--- config.mk ---
export PLATFORM = sky130hd
export DESIGN_NAME = alu_exec_path
export DESIGN_NICKNAME = d
export VERILOG_FILES = /design/src/rtl/alu_exec_path.sv
export SDC_FILE = /design/constraint.sdc
export NUM_CORES = 2
export LEC_CHECK = 0
export CORE_UTILIZATION = 57
export DETAILED_ROUTE_END_ITERATION = 16
export PLACE_DENSITY = 0.78
export SLEW_MARGIN = 20
export SYNTH_ARGS = -nofsm -noshare
export SYNTH_HDL_FRONTEND = slang
export SYNTH_SLANG_ARGS = --single-unit
--- constraint.sdc ---
create_clock -name clk -period 7.55 [get_ports clk]
set_input_delay 0.755 -clock clk [delete_from_list [all_inputs] [get_ports clk]]
set_output_delay 0.755 -clock clk [all_outputs]
set_load 0.02 [all_outputs]
--- src/rtl/alu_exec_path.sv ---
module alu_exec_path #(
  parameter int XLEN  = 32,
  parameter int NREGS = 32
) (
  input  logic            clk,
  input  logic            rst_n,
  input  logic [31:0]     instr,
  input  logic            wr_en,
  output logic [XLEN-1:0] alu_result,
  output logic            wb_fire,
  output logic [4:0]      wb_addr
);
  localparam int RW = 5;
  localparam logic [5:0] OPC_REG  = 6'h00;
  localparam logic [5:0] OPC_ADDI = 6'h08;

  typedef enum logic [2:0] {K_ADD, K_SUB, K_AND, K_OR, K_SLT, K_BAD} kind_t;

  logic [5:0]    opc, fn;
  logic [RW-1:0] src_a, src_b, dst_r;
  logic [15:0]   konst;
  logic          use_k;
  kind_t         kind;

  assign opc   = instr[31:26];
  assign src_a = instr[25:21];
  assign src_b = instr[20:16];
  assign dst_r = instr[15:11];
  assign fn    = instr[5:0];
  assign konst = instr[15:0];
  assign use_k = (opc == OPC_ADDI);

  always_comb begin
    kind = K_BAD;
    if (use_k) kind = K_ADD;
    else if (opc == OPC_REG) begin
      case (fn)
        6'h20:   kind = K_ADD;
        6'h22:   kind = K_SUB;
        6'h24:   kind = K_AND;
        6'h25:   kind = K_OR;
        6'h2A:   kind = K_SLT;
        default: kind = K_BAD;
      endcase
    end
  end

  logic [XLEN-1:0] regs [NREGS];
  logic [XLEN-1:0] va, vb, opnd2;

  assign va    = (src_a == '0) ? '0 : regs[src_a];
  assign vb    = (src_b == '0) ? '0 : regs[src_b];
  assign opnd2 = use_k ? {{(XLEN-16){konst[15]}}, konst} : vb;

  always_comb begin
    case (kind)
      K_ADD:   alu_result = va + opnd2;
      K_SUB:   alu_result = va - opnd2;
      K_AND:   alu_result = va & opnd2;
      K_OR:    alu_result = va | opnd2;
      K_SLT:   alu_result = {{(XLEN-1){1'b0}}, ($signed(va) < $signed(opnd2))};
      default: alu_result = '0;
    endcase
  end

  assign wb_addr = use_k ? src_b : dst_r;
  assign wb_fire = wr_en && (kind != K_BAD);

  always_ff @(posedge clk or negedge rst_n) begin
    if (!rst_n) begin
      for (int i = 0; i < NREGS; i++) regs[i] <= '0;
    end else if (wb_fire && wb_addr != '0) begin
      regs[wb_addr] <= alu_result;
    end
  end
endmodule


==> After elaboration in Yosys (flattened, before gate mapping) <==
Cells that the tools add are included.
{ "word_totals": {"word_cells": 80, "input_bits": 35, "out_inout_bits": 38, "reg_bits": 1024} }
{ "op_classes": {"bitwise_logic": 5, "n_reduce_logical": 8, "mux": 17, "n_addsub": 2, "n_lt_le_gt_ge": 5, "n_eq_ne": 11} }
{ "ops": {"columns": ["op", "n"], "rows": [
  ["$bwmux 1024", 1],
  ["$bmux 32 s5", 2],
  ["$mux 32", 8],
  ["$demux 32 s5", 1],
  ["$pmux 32 s5", 1],
  ["$add 32x32->32", 1],
  ["$and 32x32->32", 1],
  ["$lt 32x32->1", 1],
  ["$or 32x32->32", 1],
  ["$sub 32x32->32", 1],
  ["$eq 6x6->1 const B", 5],
  ["$ge 6x6->1 const B", 3],
  ["$not 5->6", 3],
  ["$pmux 3 s5", 1],
  ["$logic_not 5->1", 2],
  ["$eq 3x2->1 const B", 2],
  ["$eq 6x4->1 const B", 1],
  ["$logic_not 6->1", 1],
  ["$lt 6x1->1 const B", 1],
  ["$mux 3", 2],
  ["$mux 5", 1],
  ["$reduce_bool 5->1", 1],
  ["$eq 3x1->1 const B", 1],
  ["$eq 3x3->1 const B", 1],
  ["3 further kinds", 5]
]} }

==> Logic depth before layout (Yosys ltp) <==
{ "depth": {"depth_word": 9, "depth_mapped": 22, "depth_no_buf": 18} }

==> Least setup slack after synthesis <==
Ideal clock, no wire load.
{ "synth_timing": {"path_kind": "input -> output", "start": "input instr[21]", "end": "output alu_result[23]", "required_ps": 6795, "stages": 19, "arrival_ps": 5895, "n_path_buf": 6, "path_slack_ps": 900, "path_cell_list": "clkbuf_1 clkbuf_1 buf_1 buf_2 mux4_2 mux4_2 nand2_1 a21oi_1 ha_1 buf_6 or3_4 or4b_1 a21oi_2 o2111ai_2 nor3b_1 a221o_1 a21boi_2 buf_4 inv_1"} }
{ "synth_via": {"elab_chain_cells": 7, "word_cells_on_any_way": 11, "cone_classes": "add/sub (2); mux (5); bitwise (3); reduce/logical (1)"} }
{ "synth_lines": {"columns": ["element", "line_no", "source"], "rows": [
  ["start, declared", "7", "input logic [31:0] instr,"],
  ["$not 5->6 (not written as such)", "51", "assign va = (src_a == '0) ? '0 : regs[src_a];"],
  ["$bmux 32 s5", "51", null],
  ["$mux 32 (not written as such) (2 in a row)", "51", null],
  ["$mux 32 *", "51", null],
  ["$sub 32x32->32 (tied with other cells)", "58", "K_SUB: alu_result = va - opnd2;"],
  ["$pmux 32 s5 *", "56", "case (kind)"],
  ["end, declared", "9", "output logic [XLEN-1:0] alu_result,"]
]} }
Every way passes the cells marked *; elsewhere a longest branch is shown, timed or not. The select of a mux whose other input is x is not followed.

==> Worst setup path after layout <==
{ "layout_timing": {"start": "input instr[16]", "end": "output alu_result[30]"} }
{ "layout_via": {"elab_chain_cells": 8, "word_cells_on_any_way": 12, "cone_classes": "add/sub (2); mux (6); bitwise (3); reduce/logical (1)"} }
{ "layout_lines": {"columns": ["element", "line_no", "source"], "rows": [
  ["$not 5->6 (not written as such)", "52", "assign vb = (src_b == '0) ? '0 : regs[src_b];"],
  ["$bmux 32 s5", "52", null],
  ["$mux 32 (not written as such) (2 in a row)", "52", null],
  ["$mux 32 *", "52", null],
  ["$mux 32 *", "53", "assign opnd2 = use_k ? {{(XLEN-16){konst[15]}}, konst} : vb;"],
  ["$sub 32x32->32 (tied with other cells)", "58", null],
  ["$pmux 32 s5 *", "56", null]
]} }
Marks and branches as above.

==> results.toml <==
[finish]
mostFrequentLayoutCell = "dfrtp_1"
multi_input_comb_area_um2 = 30100
nFillCells = 7339
seq_area_um2 = 25600
drive_gt1_share_pct = 23.9
largest_reg_flops = 1024
largest_register = "regs"
layout_common_cells = "dfrtp_1, nand2_1, o21ai_0"
nets = 5147
area_delta_synth_final_pct = 10.9
reg.largest.list = "regs (1024)"

[yosys]
ys.flop_type = "dfrtp_1"
synth_fp_nets = 5306
synth.distinct_cells = 84
synth_area_um2 = 58000
synthArstFlopShare_pct = 100
yosysWarnings = 0
syn_inst = 5166
ys_ff_latch = 1024
synth_enable_flop_cells = 0
avgSynthCellArea_um2 = 11.2
yosysSeqAreaShare_pct = 44.2

[power]
finalPower_mw = 11.9
ir_drop_uv = 173
powerDensity_nw_per_um2 = 185
leakagePower_nw = 27.1

[setup_path]
crit_chain = "buf_8, buf_12, mux4_2, mux4_2, mux2i_1, nor2_1, a21o_1, ha_1, buf_4, nor2b_1, o2111ai_2, a311oi_1, or3b_1, o211a_1, a2111oi_2, o311ai_1, o22ai_2, inv_1, clkdlybuf4s50_1"
cp_max_fo = 25
crit_arrival_ns = 6.55
cp-start-kind = "input port"
cpPeakStageDelay_ns = 0.55
required_ns = 6.80
cp_slowest_cell = "clkdlybuf4s50_1"
worst_setup_path_end_kind = "primary output"
worst_path_most_repeated_cell = "mux4_2"
criticalPathCategory = "in2out"

[sta]
slew-limit-headroom_pct = 18.4
finalSetupViolations = 0
setup_tns_ns = 0
hold_viol_final = 0
fin_ws_ns = 0.241
period_share_pct = 96.8
fin_worst_skew_ns = 0.0208
slew_violations = 0
rsz0062_at_grt = "false"
fmax_mhz = 137
tightest_slew_ns = 1.22
min_period_ns = 7.31

[drt]
drt_first_pass_iters = 7
via_per_inst = 7.07
drc = 0
drtIter0Drc = 6380
routed_wl_mm = 189
vias = 45600
wire_per_inst_um = 29.2
ant_nets = 0

[die]
core_area_um2 = 100000
die_w_um = 321
io_pins = 73
die_h_um = 321
start_util_pct = 57.7
dieArea_um2 = 103000
rows = 116

[clock_tree]
h-tree-depth = 3
clk_pin_slew_ns = 0.06
ctsHoldBuffers = 0
clockBufferDepth = 3
insertion_delay_ns = 0.70
cts_sinks = 1024
cts_tree = "yes"
cts_buffers = 104
post_cts_buffers = 0
cts_root_buf = "clkbuf_16"
cts_resized = 0

[run_status]
outcome = "completed"

[placement]
routabilityCongestion = 1.01
place_ws_ns = 0.316
numPortBuffers = 72
place.detailed.hpwl_mm = 115

[global_route]
grt.total_usage_pct = 37.2
grt_pass1_vias = 45800
grt_max_degree = 194
grt-ovfl-total = 0
grt_pass1_wl_mm = 285
grt_antenna_before_repair = 5

[min_path]
hold_path.class = "in2async"

[flow_run]
maxCapViolCount = 0
==> final cells by class <==
type / instances / share of cell area (%)
diodes: 3 / 0.0117
clock inverters: 53 / 1.19
well taps: 1357 / 2.64
inverters: 138 / 0.806
multi-input cells: 3469 / 46.8
repair buffers: 270 / 4.04
clock buffers: 137 / 4.62
flip-flops and latches: 1024 / 39.9
==> stage by stage <==
step / util (%) / hold slack [ns] / area, um^2 / cells
final: 64.0 / 0.191 / 64300 / 6451
after global routing: 64.0 / 0.276 / 64300 / 6448
after CTS: 63.9 / 0.206 / 64200 / 6445
after detailed placement: 60.2 / 0.384 / 60500 / 6255
after global placement: 60.2 / 0.376 / 60500 / 6255
after floorplan: - / 0.441 / 58000 / 5166
==> critical path, delay by kind of cell <==
kind,cells,cell delay (ns)
compound gates,7,1.82
fa+ha+maj,1,0.40
buf+inv,5,1.37
mux,3,1.43
simple gates,3,0.74
==> synth_stat cells, types with 5 or more instances <==
master / instances / share of area (%)
dfrtp_1: 1024 / 44
nand2_1: 965 / 6.2
o21ai_0: 894 / 7.7
mux4_2: 640 / 25
clkbuf_1: 400 / 2.6
a21oi_1: 154 / 1.3
nor2_1: 151 / 0.98
inv_1: 138 / 0.89
ha_1: 103 / 2.2
mux2_2: 94 / 1.8
buf_1: 80 / 0.52
nand2b_1: 43 / 0.46
buf_2: 42 / 0.36
mux2i_1: 39 / 0.67
a211oi_1: 30 / 0.39
a31oi_1: 24 / 0.26
o21ai_1: 24 / 0.21
nand3_1: 21 / 0.18
a21o_1: 20 / 0.26
a41oi_1: 16 / 0.24
o211ai_1: 16 / 0.21
nor3_1: 15 / 0.13
o21bai_1: 14 / 0.18
nor2b_1: 13 / 0.14
a221oi_1: 12 / 0.18
a221o_1: 11 / 0.19
o22ai_1: 11 / 0.12
nor4_1: 10 / 0.11
o221ai_1: 10 / 0.15
or2_2: 10 / 0.11
clkbuf_2: 9 / 0.078
o21a_1: 9 / 0.12
o31ai_1: 7 / 0.091
a22oi_1: 6 / 0.078
and3_1: 6 / 0.065
or3_1: 6 / 0.065
a21boi_0: 5 / 0.065
nor3b_1: 5 / 0.065
o41ai_1: 5 / 0.076
==> where the power goes <==
group	total [mW]	internal, mW	switching (mW)
logic	0.706	0.248	0.459
clock network	5.68	3.39	2.29
registers	5.50	5.49	0.00615
total	11.9	9.13	2.76
==> metal layers <==
layer  track usage (%)  share of wire (%)
met5                 0              0.024
met1              49.9                 36
met3              12.4                 14
met4              19.6                6.0
met2              54.2                 44
==> cell families (layout without fill, tap and decap cells) <==
logic type,count (synthesis),after routing,share of synthesized area (%)
AO/OA/AOI/OAI,1314,1314,12.7
AND/OR/NAND/NOR,1276,1276,8.97
flip-flops,1024,1024,44.2
adder cells (fa/ha/maj),105,105,2.29
other,0,3,0
buffers and inverters,673,598,4.50
XOR/XNOR,1,1,0.0151
multiplexers,773,773,27.4
==> path summary, 6_finish.rpt <==
path | startpoint | to | slack, ns | cells past startpoint
setup / recovery | instr[16] | alu_result[30] | 0.24 | 19
hold / removal | rst_n | regs[593] | 0.19 | 1
setup reg to reg | regs[98] | regs[570] | 1.80 | 17
hold reg to reg | regs[1020] | regs[1020] | 0.40 | 0
max in group asynchronous | rst_n | regs[345] | 5.49 | 3
min in group clk | regs[1020] | regs[1020] | 0.40 | 0
Note: power is estimated with default switching activity, not from simulation.
